File: src/rtl/fault_addr_store.sv
module fault_addr_store #(
  parameter int ADDR_W = 6,
  parameter int CAP = 6,
  localparam int CNT_W = $clog2(CAP + 1),
  localparam int IDX_W = $clog2(CAP),
  localparam int RED_BASE = (1 << ADDR_W) - CAP
) (
  input  logic              clk,
  input  logic              rst_n,
  input  logic              fault_vld,
  input  logic [ADDR_W-1:0] fault_addr,
  input  logic              test_done,
  output logic [CNT_W-1:0]  fault_cnt,
  output logic [CNT_W-1:0]  red_cnt,
  output logic              overflow,
  input  logic [IDX_W-1:0]  rd_idx,
  output logic [ADDR_W-1:0] rd_addr,
  output logic              rd_vld
);

  logic [ADDR_W-1:0] ent [CAP];
  logic [CAP-1:0]    ent_vld;
  logic [CAP-1:0]    match;

  wire take   = fault_vld && !test_done;
  wire hit    = |match;
  wire full   = fault_cnt == CNT_W'(CAP);
  wire wr     = take && !hit && !full;
  wire in_red = fault_addr >= ADDR_W'(RED_BASE);

  for (genvar i = 0; i < CAP; i++) begin : g_ent
    assign match[i] = ent_vld[i] && (ent[i] == fault_addr);

    always_ff @(posedge clk or negedge rst_n) begin
      if (!rst_n) begin
        ent_vld[i] <= 1'b0;
        ent[i]     <= '0;
      end else if (wr && fault_cnt == CNT_W'(i)) begin
        ent_vld[i] <= 1'b1;
        ent[i]     <= fault_addr;
      end
    end
  end

  always_ff @(posedge clk or negedge rst_n) begin
    if (!rst_n) begin
      fault_cnt <= '0;
      red_cnt   <= '0;
      overflow  <= 1'b0;
    end else begin
      if (wr) begin
        fault_cnt <= fault_cnt + CNT_W'(1);
        if (in_red) red_cnt <= red_cnt + CNT_W'(1);
      end
      if (take && !hit && full) overflow <= 1'b1;
    end
  end

  always_comb begin
    rd_addr = '0;
    rd_vld  = 1'b0;
    for (int i = 0; i < CAP; i++) begin
      if (rd_idx == IDX_W'(i) && ent_vld[i]) begin
        rd_addr = ent[i];
        rd_vld  = 1'b1;
      end
    end
  end


  dup_hold_chk: assert property (@(posedge clk) disable iff (!rst_n)
    (fault_vld && hit) |=> $stable(fault_cnt) && $stable(red_cnt));


  cnt_step_chk: assert property (@(posedge clk) disable iff (!rst_n)
    !fault_vld |=> $stable(fault_cnt));


  ovf_sticky_chk: assert property (@(posedge clk) disable iff (!rst_n)
    overflow |=> overflow);


  ovf_full_chk: assert property (@(posedge clk) disable iff (!rst_n)
    $rose(overflow) |-> $past(fault_cnt) == CNT_W'(CAP));


  done_hold_chk: assert property (@(posedge clk) disable iff (!rst_n)
    test_done |=> $stable(fault_cnt) && $stable(overflow));


  red_le_cnt_chk: assert property (@(posedge clk) disable iff (!rst_n)
    red_cnt <= fault_cnt);

endmodule

File: config.mk
export PLATFORM = sky130hd
export DESIGN_NAME = fault_addr_store
export DESIGN_NICKNAME = d
export VERILOG_FILES = /design/src/rtl/fault_addr_store.sv
export SDC_FILE = /design/constraint.sdc
export NUM_CORES = 1
export LEC_CHECK = 0
export ABC_AREA = 1
export BUFFER_PORTS_ARGS = -buffer_cell sky130_fd_sc_hd__buf_2
export CORE_ASPECT_RATIO = 0.8
export CORE_MARGIN = 10
export CORE_UTILIZATION = 54
export DETAILED_ROUTE_END_ITERATION = 12
export GPL_TIMING_DRIVEN = 0
export PLACE_DENSITY = 0.74
export SLEW_MARGIN = 10
export SYNTH_ARGS = -nofsm -noshare
export SYNTH_HDL_FRONTEND = slang
export SYNTH_SLANG_ARGS = --single-unit
File: constraint.sdc
create_clock -name clk -period 1.52 [get_ports clk]
set_clock_uncertainty 0.1 [all_clocks]
set_input_delay 0.304 -clock clk [delete_from_list [all_inputs] [get_ports clk]]
set_output_delay 0.304 -clock clk [all_outputs]
set_load 0.01 [all_outputs]
# Yosys cells after proc, flatten, opt, wreduce, memory -nomap -nowiden
# Index checks and enable logic that the tools add are counted.
# totals
ff_bits	49
latchBits	0
mem_bits_rw	0
romBits	0
input_bits	13
output_inout_bits	14
wordCells	76
mem_count	0
# op_classes
addsub	2
multipliers	0
div	0
magnitude_cmp	1
n_eq_ne	17
shifts	0
mux	12
n_bitwise	0
n_reduce_logical	29
# ops
op	count
equality test 6 bit	6
two-way mux 6 bit	6
logical AND 1 bit	22
equality test 3 bit (second input constant)	5
equality test 3 x 2 -> 1 bit (second input constant)	4
adder 3 x 1 -> 3 bit (second input constant)	2
equality test 3 x 1 -> 1 bit (second input constant)	2
greater-or-equal comparator 6 bit (second input constant)	1
zero test 3 bit	2
two-way mux 1 bit	6
OR reduction 6 bit	1
zero test 1 bit	3
AND reduction 2 bit	1

# Depth between registers and ports, before layout
# Gate-level depths: netlist (run 1).
# depth
ltp_word	8
depth_mapped	14
ltp_nobuf	12

# Least setup slack after synthesis (run 1)
# Ideal clock, no wire load.
# synth_path
path_kind	reg2reg
start	reg fault_cnt[0]
end	reg ent[10] (netlist bit)
setup_time_ns	0.066
t_arrival_ns	1.596
required_time_ns	1.354
path_slack_ns	-0.242
path_stages_with_launch	8
n_path_buf	2
period_less_slack_ns	1.762
cell_sequence	dfrtp_1 -> inv_1 -> ha_1 -> nand2_1 -> clkbuf_1 -> clkbuf_1 -> nand4_1 -> nand2_1
# synth_via
elab_chain_len	4
word_cells_on_any_way	5
cone_classes	eq/ne (2); reduce/logical (3)
# synth_lines
element	line_no	rtl
from (decl)	13	output logic [CNT_W-1:0] fault_cnt,
from (signal assigned)	52	fault_cnt <= fault_cnt + CNT_W'(1);
equality test 3 bit	27	wire full = fault_cnt == CNT_W'(CAP);
zero test 1 bit	28	wire wr = take && !hit && !full;
logical AND 1 bit	28	
logical AND 1 bit *	38	end else if (wr && fault_cnt == CNT_W'(i)) begin
to (signal, indexed assignment)	40	ent[i] <= fault_addr;
to (decl)	21	logic [ADDR_W-1:0] ent [CAP];
# Mark *: on every way between the ends. The rest lies on a longest branch, timed or not.
# A chain may end at the register's enable or synchronous reset.

# Worst setup path in the final report (run 1)
# layout_path
start	reg ent[7] (netlist bit)
end	reg ent[5] (netlist bit)
# layout_via
elab_chain_len	7
# layout_lines
element	line_no	rtl
equality test 6 bit	32	assign match[i] = ent_vld[i] && (ent[i] == fault_addr);
logical AND 1 bit	32	
OR reduction 6 bit	26	wire hit = |match;
zero test 1 bit	28	
logical AND 1 bit (2 in a row)	28	
logical AND 1 bit	38	
# No other way between the ends.

==> results of run 1 <==
==> stage by stage <==
stage	instances	util, %
3_3_place_gp	511	61.23
2_1_floorplan	424	-
4_1_cts	549	72.13
3_5_place_dp	511	61.23
6_report	552	74.05
5_1_grt	552	74.05
==> routing by layer <==
metal / vias to the layer above / share of wire (%) / track usage [%]
met5: - / 0 / 0
met4: 0 / 2.1 / 6.053
met1: 1432 / 43 / 28.57
met2: 165 / 46 / 33.28
li1: 1486 / - / -
met3: 23 / 9.7 / 5.251
==> worst max-delay path by stage <==
| stage | to | cells past startpoint |
|---|---|---|
| 5_1_grt | ent[6] | 13 |
| 3_3_place_gp | ent[28] | 14 |
| 6_report | ent[5] | 14 |
| 4_1_cts | rd_addr[0] | 7 |
| 2_1_floorplan | red_cnt[0] | 14 |
| 3_5_place_dp | ent[27] | 14 |
==> flip-flops by register name, indices dropped and copies added, names as in the netlist <==
| name | flops |
|---|---|
| red_cnt | 3 |
| overflow | 1 |
| ent | 36 |
| fault_cnt | 3 |
| ent_vld | 6 |
==> final cells by class <==
cell class                 count  share of cell area, %
buffer                        16                  4.814
clock buffer                   6                  1.813
clock inverter                 2                 0.2501
inverter                      59                  6.346
multi-input combinational    300                  42.73
sequential                    49                  30.63
tap                           65                  2.032
timing repair buffer          55                  11.38
==> worst reg2reg max path: cells and delay by family, from the launching register on <==
kind,cells,cell delay (ns)
simple gates,11,0.99
flops,1,0.43
buf+inv,3,0.38
==> cells by family after synthesis <==
family	count (synthesis)	share of synthesized area, %
XOR/XNOR	7	2.043
adder cells (fa/ha/maj)	6	2.501
AND/OR/NAND/NOR	240	33.60
buffers and inverters	75	11.59
flip-flops	49	40.85
AO/OA/AOI/OAI	47	9.420
==> layout by cell type (no fill, tap or decap), types with 2 or more instances in the layout <==
master / n
o21ai_2: 12
nor3_4: 2
nand2_8: 3
clkbuf_4: 2
inv_1: 45
clkbuf_8: 5
dfrtp_1: 49
nand3_1: 9
a21oi_2: 3
buf_4: 24
o21ai_1: 10
o2111ai_1: 3
buf_8: 2
nand2_1: 144
nor2_1: 22
buf_6: 10
xnor2_1: 5
nand3_4: 5
inv_8: 4
buf_2: 21
o22ai_1: 4
inv_2: 9
nand2_2: 23
nand4_1: 22
buf_12: 8
xor2_1: 2
a21oi_1: 6
clkbuf_1: 3
a211oi_2: 2
nand3_2: 2
ha_1: 6
nor2_2: 4
clkinv_2: 2
==> synthesized netlist by cell type, types with 5 or more instances <==
| master | count | area share (%) |
|---|---|---|
| dfrtp_1 | 49 | 41 |
| o21ai_1 | 19 | 3.2 |
| xnor2_1 | 5 | 1.5 |
| ha_1 | 6 | 2.5 |
| inv_1 | 53 | 6.6 |
| nor2_1 | 26 | 3.3 |
| a21oi_1 | 9 | 1.5 |
| nand4_1 | 22 | 4.6 |
| buf_6 | 5 | 1.9 |
| nand2_1 | 171 | 21 |
| nand3_1 | 12 | 2.0 |
==> power groups by stage <==
stage	Sequential [mW]	Combinational, mW	Clock (mW)
2_1_floorplan	2.13	1.52	0
3_3_place_gp	2.21	1.98	0
3_5_place_dp	2.23	2.04	0
4_1_cts	2.19	2.60	0.777
5_1_grt	2.30	3.11	0.822
6_report	2.25	2.79	0.782
==> what timing repair did <==
item | in CTS | in global routing
resized for setup | 58 | 33
pin swaps | 17 | 10
hold endpoints to repair | 0 | 49
endpoints found under the setup margin | 56 | 56
buffers inserted | 24 | 3
hold buffers | 0 | 1
gates cloned | 6 | 0
==> qor.txt, run 1 <==
Critical Path AT - 2.10 ns
Setup WS pre-CTS - -0.5114 ns
CTS tree - done
Sequential Area - 1226 um^2
Hold Crit Start - fault_addr[5]
Core Area - 5405 um^2
Fin area - 4003 um^2
CTS Buf Count - 5
DR iter-0 viols - 247
Max Slew Vio Count - 0
CP max FO - 7
Primary FF master, synth - dfrtp_1
Seq/Total Area, Yosys - 40.85%
Filler Cell Count - 401
Clk_lat worst skew - 0.31 ns
Die Footprint - 8959 um^2
Routed WL - 9384 um
Dpl cell area - 3309 um^2
Post-synth EDFFs - 0
Global-route wire length before repair - 15050 um
Syn nets - 443
Leak Pwr - 2.051 nW
Min-Delay Path Class - in -> reg
Final #Nets - 505
GRT Resource Usage Total - 21.33%
Crit path max-delay family - simple AND/OR/NAND/NOR gates
Routed Antenna Nets - 0
Die height - 86.69 um
Post-Syn Area per Cell - 7.079 um^2
Clock Power Share - 13.4%
Layout cells sized above 1 - 31.01%
Switching Share - 43.72%
Total global routing overflow - 0
FMAX - 0.5025 GHz
Setup Total Neg Slack - -22.47 ns
Ys Warns - 0
CP Class - reg -> reg
P_int - 3.274 mW
Max cap viols - 0
Fin crit period - 1.990 ns
Worst R2R Path Depth - 14
Vias in the first global route - 2974
Initial Utilization - 55.53%
Fin worst setup slack - -0.4701 ns
Total power density per cell area - 1454 nW/um^2
Vias - 3106
Unique masters post-synth - 28
Detail Placement HPWL - 6118 um
H-tree depth - 2
# DRC - 0
Slowest stage cell, crit path - dfrtp_1
Comb power frac - 47.9%
P&R area growth vs syn - 33.35%
Seq pwr share - 38.7%
Die W - 103.4 um
WL/cell - 17.00 um
Setup crit start kind - register
Total power draw - 5.818 mW
WHS - 0.1771 ns
Psw - 2.544 mW
Largest net degree at the start of global routing - 50
Post-Syn Area - 3002 um^2
Status - finished, violations left
# clock sinks - 49
Failing checks - negative setup slack
Crit. Startpoint - ent[7]
Critical R2R Launch - ent[7]
Clk slew on worst S/H paths - 0.10 ns
Setup-failing EPs final - 56
Endpoints failing hold - 0
Initial antenna violation count - 0
Most used cell, CP - nand2_1
Max incr delay on CP - 0.43 ns
Async SR Flop Fraction - 100.0%
CTS Buffer Depth - 2
RR Endpoint - ent[5]
RSZ-0062 raised after global routing - true
Gate Count Post-Synth - 424
Core Rows - 24
Diodes inserted - 0
Flops & latches, synth - 49
CTS root buf - clkbuf_8
Min-Delay Endpoint - ent[5]
Port Buffers - 22
Slew margin rel. - 54.16%
Final period util - 130.9%
Number of top-level pins - 27
CP endpoint kind - register
Crit path buf inv count - 3
Reg-to-reg slack, setup - -0.47 ns
Min-Delay Path Depth - 3
Multi-input logic area - 1710 um^2
Worst-Margin Slew - 0.6862 ns
CP required - 1.63 ns
Peak VDD IR - 824.7 uV
CP cell instances - inv_1 > nand2_1 > nand2_1 > nor2_1 > nand2_1 > nor2_1 > nor2_2 > nand2_2 > nor2_4 > buf_8 > buf_12 > nand3_4 > nand2_1 > nand2_1
First-pass DRT Iterations - 5
Average via count per standard cell - 5.627
Gpl congestion - 1.017
No activity file was read; power rests on OpenSTA's default activity.
==> run 2, diff against run 1 <==
==> constraint.sdc (replaced) <==
create_clock -name clk -period 1.52 [get_ports clk]
set_clock_uncertainty 0.1 [all_clocks]
set_input_delay 0.304 -clock clk [delete_from_list [all_inputs] [get_ports clk]]
set_output_delay 0.304 -clock clk [all_outputs]
set_load 0.05 [all_outputs]
==> run 2 against run 1 <==
  * The run still ends with negative setup slack left
  * Sequential share of layout area is 2.2 points lower
  * Die area unchanged
  * Maximum frequency decreased by 4.1%
  * Combinational power is 23% higher
  * Routed wire length grew 11%
  * Non-clock buffer count decreased by 1
  * Clock power up 48%
  * Highest routed layer unchanged
==> qor.txt, run 2 (synthesis gave the netlist of run 1 again) <==
Status - finished, violations left
Failing checks - negative setup slack
Crit. Startpoint - ent_vld[1]
Slew margin rel. - 23.16% (-31 points)
Crit path max-delay family - compound AO/OA/AOI/OAI gates
# DRC - 0 (unchanged)
Placed cell count - 511 (unchanged)
Leak Pwr - 2.125 nW (+3.6%)
Fin crit period - 2.076 ns (+0.08592 ns)
RSZ-0062 raised after global routing - true
Initial antenna violation count - 0 (unchanged)
CP endpoint kind - output port
Slowest stage cell, crit path - dfrtp_1
Reg-to-reg slack, setup - -0.53 ns (-0.06 ns)
Final Non-Filler Cells - 551 (-0.18%)
Detail Placement HPWL - 6215 um (+1.6%)
Total global routing overflow - 0 (unchanged)
Initial Utilization - 55.53% (unchanged)
Max Slew Vio Count - 0 (unchanged)
Setup crit start kind - register
CP cell instances - nand3_4 > inv_2 > nand2_1 > o21ai_1 > a21oi_2 > o2111ai_4 > buf_6
Final #Nets - 504 (-0.20%)
CP Class - reg -> out
Vias in the first global route - 3044 (+2.4%)
Diodes inserted - 0 (unchanged)
Port Buffers - 22 (unchanged)
Worst R2R Path Depth - 11 (-3)
Total power density per cell area - 1593 nW/um^2 (+9.6%)
Die W - 103.4 um (unchanged)
Seq pwr share - 33.2% (-5.5 points)
Core Area - 5405 um^2 (unchanged)
DR iter-0 viols - 370 (+50%)
Largest regs - ent: 36 flops, ent_vld: 6 flops
CP max FO - 5 (-2)
Most frequent cells in the layout - 140 x nand2_1, 46 x dfrtp_1, 42 x inv_1
Fin worst setup slack - -0.5560 ns (-0.08592 ns)
FMAX - 0.4817 GHz (-4.1%)
Top reg by flops - ent
Comb power frac - 50.0% (+2.1 points)
Vias - 3227 (+3.9%)
Worst-Margin Slew - 1.153 ns (+0.4664 ns)
Clk_lat worst skew - 0.32 ns (about the same)
Endpoints failing hold - 0 (unchanged)
Min-Delay Path Class - in -> async
Die height - 86.69 um (unchanged)
# clock sinks - 49 (unchanged)
Switching Share - 45.32% (+1.6 points)
CTS Buf Count - 5 (unchanged)
CP required - 1.12 ns (-0.51 ns)
P&R area growth vs syn - 43.89%
Setup Total Neg Slack - -24.94 ns (-2.469 ns)
GRT Resource Usage Total - 23.54% (+2.2 points)
Average via count per standard cell - 5.857 (+4.1%)
CTS tree - done
Max cap viols - 0 (unchanged)
Number of top-level pins - 27 (unchanged)
Clk slew on worst S/H paths - 0.12 ns (+0.02 ns)
CTS Buffer Depth - 2 (unchanged)
WL/cell - 18.99 um (+12%)
Gpl congestion - 0.9416 (-7.4%)
Crit path buf inv count - 2 (-1)
Layout cells sized above 1 - 35.19% (+4.2 points)
Core Rows - 24 (unchanged)
Max reg flops - 36 (unchanged)
P_int - 3.763 mW (+15%)
Largest net degree at the start of global routing - 50 (unchanged)
First-pass DRT Iterations - 5 (unchanged)
Setup-failing EPs final - 56 (unchanged)
Die Footprint - 8959 um^2 (unchanged)
Setup WS pre-CTS - -0.5455 ns (-0.03412 ns)
H-tree depth - 2 (unchanged)
Routed WL - 10460 um (+11%)
Commonest non-fill, non-tap cell in the layout - nand2_1
Psw - 3.119 mW (+23%)
Clock Power Share - 16.8% (+3.4 points)
Critical Path AT - 1.67 ns (-0.43 ns)
Critical R2R Launch - ent[4]
Final period util - 136.6% (+5.7 points)
CTS root buf - clkbuf_8
Max incr delay on CP - 0.44 ns (about the same)
Global-route wire length before repair - 16190 um (+7.6%)
RR Endpoint - ent[11]
Routed Antenna Nets - 0 (unchanged)
Peak VDD IR - 1062 uV (+29%)
==> run 2: layout make-up <==
cell class | count | area, um^2
tap | 65 | 81.33
timing repair buffer | 54 | 505.5
inverter | 59 | 261.5
clock buffer | 5 | 68.82
multi-input combinational | 300 | 1904
buffer | 16 | 202.7
clock inverter | 3 | 65.06
sequential | 49 | 1230
fill | 337 | 1086
==> run 2: worst max-delay path by stage <==
| stage | endpoint | depth (start not counted) | slack (ns) |
|---|---|---|---|
| finish | rd_addr[3] | 7 | -0.56 |
| detailed placement | ent[23] | 14 | -0.55 |
| floorplan | red_cnt[0] | 14 | -0.09 |
| global placement | rd_addr[4] | 7 | -0.53 |
| global route | ent[11] | 14 | -0.59 |
| CTS | rd_addr[1] | 6 | -0.46 |
==> run 2: stage by stage <==
stage / instance area, um^2 / util [%] / hold WS (ns) / power [mW]
floorplan: 3304 / - / -0.09159 / 4.171
global placement: 3496 / 64.68 / 0.3529 / 4.729
detailed placement: 3496 / 64.68 / 0.3640 / 4.810
CTS: 4229 / 78.24 / 0.1502 / 6.583
global route: 4319 / 79.91 / 0.1606 / 7.287
finish: 4319 / 79.91 / 0.1032 / 6.882
==> run 2: worst reg2reg max path, cell delays in order, from the launching register on <==
cell and delay, ns:
dfrtp_1 0.49, xnor2_2 0.23, nand2_1 0.09, nor2_1 0.15, nand2_1 0.11, nand3_2 0.13, nor2_4 0.06, buf_8 0.12
buf_12 0.14, buf_8 0.13, nand4_1 0.09, nand2_2 0.08
==> run 2: routing by layer <==
metal  share of wire (%)  GRT usage, %  wire length, um  vias up
li1                    -             -                -     1475
met1                  39         32.22             4117     1515
met4                 3.4         10.21              352        0
met5                   0             0                0        -
met3                  10         4.455             1097       41
met2                  47         35.29             4894      196
==> run 2: power by group through the flow <==
| stage | registers (mW) | logic [mW] | clock network, mW |
|---|---|---|---|
| 3_5_place_dp | 2.23 | 2.58 | 0 |
| 5_1_grt | 2.33 | 3.74 | 1.21 |
| 3_3_place_gp | 2.22 | 2.51 | 0 |
| 4_1_cts | 2.23 | 3.24 | 1.12 |
| 6_report | 2.28 | 3.44 | 1.16 |
| 2_1_floorplan | 2.34 | 1.84 | 0 |
==> run 2: what timing repair did <==
item                                   CTS  global route
gates resized for setup                 73            35
setup endpoints to repair               55            56
cloned                                   6             0
buffers inserted                        27             5
pin swaps                               21            23
endpoints found under the hold margin    0             0
hold buffers                             0             0
==> run 3, diff against run 2 <==
==> constraint.sdc (replaced) <==
create_clock -name clk -period 1.52 [get_ports clk]
set_clock_uncertainty 0.1 [all_clocks]
set_input_delay 0.076 -clock clk [delete_from_list [all_inputs] [get_ports clk]]
set_output_delay 0.076 -clock clk [all_outputs]
set_load 0.05 [all_outputs]
==> run 3 against run 2 <==
  * The flow still finishes with violations (negative setup slack)
  * Setup slack gained 0.089 ns
  * Non-clock buffer count rose by 2
  * Hold slack got worse by 0.077 ns
  * Clock power is 33% lower
  * Combinational power decreased by 3%
  * Critical path depth increased by 7
  * Sequential cell count did not move
  * Utilization down 4.3 points
  * Count of clock-buffer cells in the layout grew 3
  * Via count is 2.8% higher
  * Sequential power rose by 2%
==> qor.txt, run 3 (synthesis gave the netlist of run 1 again) <==
Max Slew Vio Count - 0 (unchanged)
Global route hottest layer - met2
DR iter-0 viols - 444 (+20%)
Fin worst setup slack - -0.4671 ns (+0.08896 ns)
Gpl congestion - 0.9937 (+5.5%)
Endpoints failing hold - 0 (unchanged)
Met2 usage - 33.51% (-1.8 points)
CTS Buf Count - 5 (unchanged)
Slew margin rel. - 53.46% (+30 points)
CTS Buffer Depth - 2 (unchanged)
Worst R2R Path Depth - 14 (+3)
Peak VDD IR - 1078 uV (+1.5%)
Crit path buf inv count - 3 (+1)
CTS root buf - clkbuf_8
Setup-failing EPs final - 56 (unchanged)
Top reg by flops - ent
First-pass DRT Iterations - 5 (unchanged)
Dpl cell area - 3219 um^2 (-7.9%)
Max reg flops - 36 (unchanged)
Initial antenna violation count - 0 (unchanged)
Filler Cell Count - 369 (+9.5%)
CP required - 1.60 ns (+0.48 ns)
Reg-to-reg slack, setup - -0.47 ns (+0.06 ns)
GR Util met3 - 4.614% (+0.16 points)
H-tree depth - 2 (unchanged)
# clock sinks - 49 (unchanged)
CP max FO - 7 (+2)
Critical R2R Launch - ent[32]
Leak Pwr - 2.059 nW (-3.1%)
Multi-input logic area - 1818 um^2 (-4.5%)
GRT Resource Usage Total - 21.68% (-1.9 points)
Die Footprint - 8959 um^2 (unchanged)
Largest net degree at the start of global routing - 50 (unchanged)
Core Area - 5405 um^2 (unchanged)
CP Class - reg -> reg
Most frequent cells in the layout - 140 x nand2_1, 46 x dfrtp_1, 42 x inv_1
Critical Path AT - 2.07 ns (+0.40 ns)
Port Buffers - 22 (unchanged)
Sequential Area - 1230 um^2 (unchanged)
Layout cells sized above 1 - 34.02% (-1.2 points)
Final #Nets - 506 (+0.40%)
CP endpoint kind - register
Total global routing overflow - 0 (unchanged)
Die W - 103.4 um (unchanged)
# DRC - 0 (unchanged)
Detail Placement HPWL - 5961 um (-4.1%)
Crit. Startpoint - ent[32]
FMAX - 0.5033 GHz (+4.5%)
Fin crit period - 1.987 ns (-0.08896 ns)
Clk_lat worst skew - 0.30 ns (-0.02 ns)
Setup crit start kind - register
Routed Antenna Nets - 0 (unchanged)
Die height - 86.69 um (unchanged)
Fin area - 4089 um^2 (-5.3%)
Met1 Usage GRT - 29.71% (-2.5 points)
Final period util - 130.7% (-5.9 points)
Routed WL - 10600 um (+1.3%)
Number of top-level pins - 27 (unchanged)
WL/cell - 19.16 um (+0.92%)
Clk slew on worst S/H paths - 0.10 ns (-0.02 ns)
Max incr delay on CP - 0.42 ns (-0.02 ns)
Vias in the first global route - 2911 (-4.4%)
Most used cell, CP - nand2_1
Initial Utilization - 55.53% (unchanged)
Vias - 3318 (+2.8%)
RSZ-0062 raised after global routing - true
CP cell instances - inv_2 > nand2_1 > nand2_1 > nor2_1 > nand2_1 > nor2_1 > nor2_2 > nand2_2 > nor2_4 > buf_8 > buf_8 > nand3_4 > nand2_1 > nand2_1
Average via count per standard cell - 6.000 (+2.4%)
Commonest non-fill, non-tap cell in the layout - nand2_1
Slowest stage cell, crit path - dfrtp_1
Largest regs - ent: 36 flops, ent_vld: 6 flops
Total power density per cell area - 1567 nW/um^2 (-1.7%)
Diodes inserted - 0 (unchanged)
Total power draw - 6.405 mW (-6.9%)
Max cap viols - 0 (unchanged)
P&R area growth vs syn - 36.22%
CTS tree - done
Global-route wire length before repair - 15190 um (-6.2%)
Worst-Margin Slew - 0.6981 ns (-0.4545 ns)
Min-Delay Path Class - in -> reg
Core Rows - 24 (unchanged)
Critical path capture point - ent[16]
Failing checks - negative setup slack
Crit path max-delay family - simple AND/OR/NAND/NOR gates
Status - finished, violations left
RR Endpoint - ent[16]
CP Depth - 14 (+7)
## run 3: cell types whose count changed in the layout (fill, tap and decap cells not counted), moves of 3 or more
| cell | delta |
|---|---|
| inv_2 | +3 |
| inv_8 | -4 |
| nor2_1 | +3 |
| dlygate4sd3_1 | +3 |
| o21ai_1 | -3 |
| buf_12 | -5 |
| o21ai_2 | +3 |
| nand3_4 | -3 |
| buf_6 | +3 |
## run 3: how the worst min path moves through the flow
stage / start / end / slack [ns] / cells after the start
finish: fault_addr[2] / ent[20] / 0.03 / 3
global route: fault_addr[2] / ent[26] / 0.04 / 3
CTS: fault_addr[5] / ent[35] / 0.02 / 3
detailed placement: rst_n / ent[26] / 0.25 / 1
global placement: rst_n / ent[26] / 0.25 / 1
floorplan: rst_n / ent[0] / -0.32 / 0
## run 3: layout make-up
class	count	area share, %
multi-input combinational	300	44.46
sequential	49	30.08
timing repair buffer	57	12.09
inverter	59	5.661
buffer	15	3.764
tap	65	1.989
clock buffer	8	1.958
## run 3: timing repair
item | CTS | global route
gates cloned | 4 | 0
endpoints found under the hold margin | 55 | 0
pin swaps | 8 | 22
hold buffers | 3 | 0
setup buffers | 15 | 14
setup endpoints to repair | 55 | 59
resized for setup | 84 | 53
## run 3: where the power goes
group	internal, mW	switching (mW)
clock	0.329	0.443
combinational	1.26	2.06
sequential	1.76	0.552
## run 3: metrics by stage
step	TNS (ns)	cells	hold WS, ns	util, %	setup WS [ns]
final	-19.39	553	0.02670	75.65	-0.4671
after global routing	-23.83	553	0.03686	75.65	-0.5212
after CTS	-14.57	541	0.01993	70.28	-0.3248
after detailed placement	-18.21	511	0.2521	59.56	-0.4193
after global placement	-16.69	511	0.2495	59.56	-0.3842
after floorplan	-0.7519	424	-0.3196	-	-0.1880
## run 3: metal layers
| metal | vias up | routed length (um) |
|---|---|---|
| met4 | 0 | 470 |
| met2 | 254 | 4801 |
| met5 | - | 0 |
| met1 | 1529 | 4063 |
| li1 | 1480 | - |
| met3 | 55 | 1262 |
## run 3: tightest hold or removal path: cells and delay by family
| family | cells | cell delay (ns) |
|---|---|---|
| compound gates | 1 | 0.14 |
| buf+inv | 2 | 0.18 |
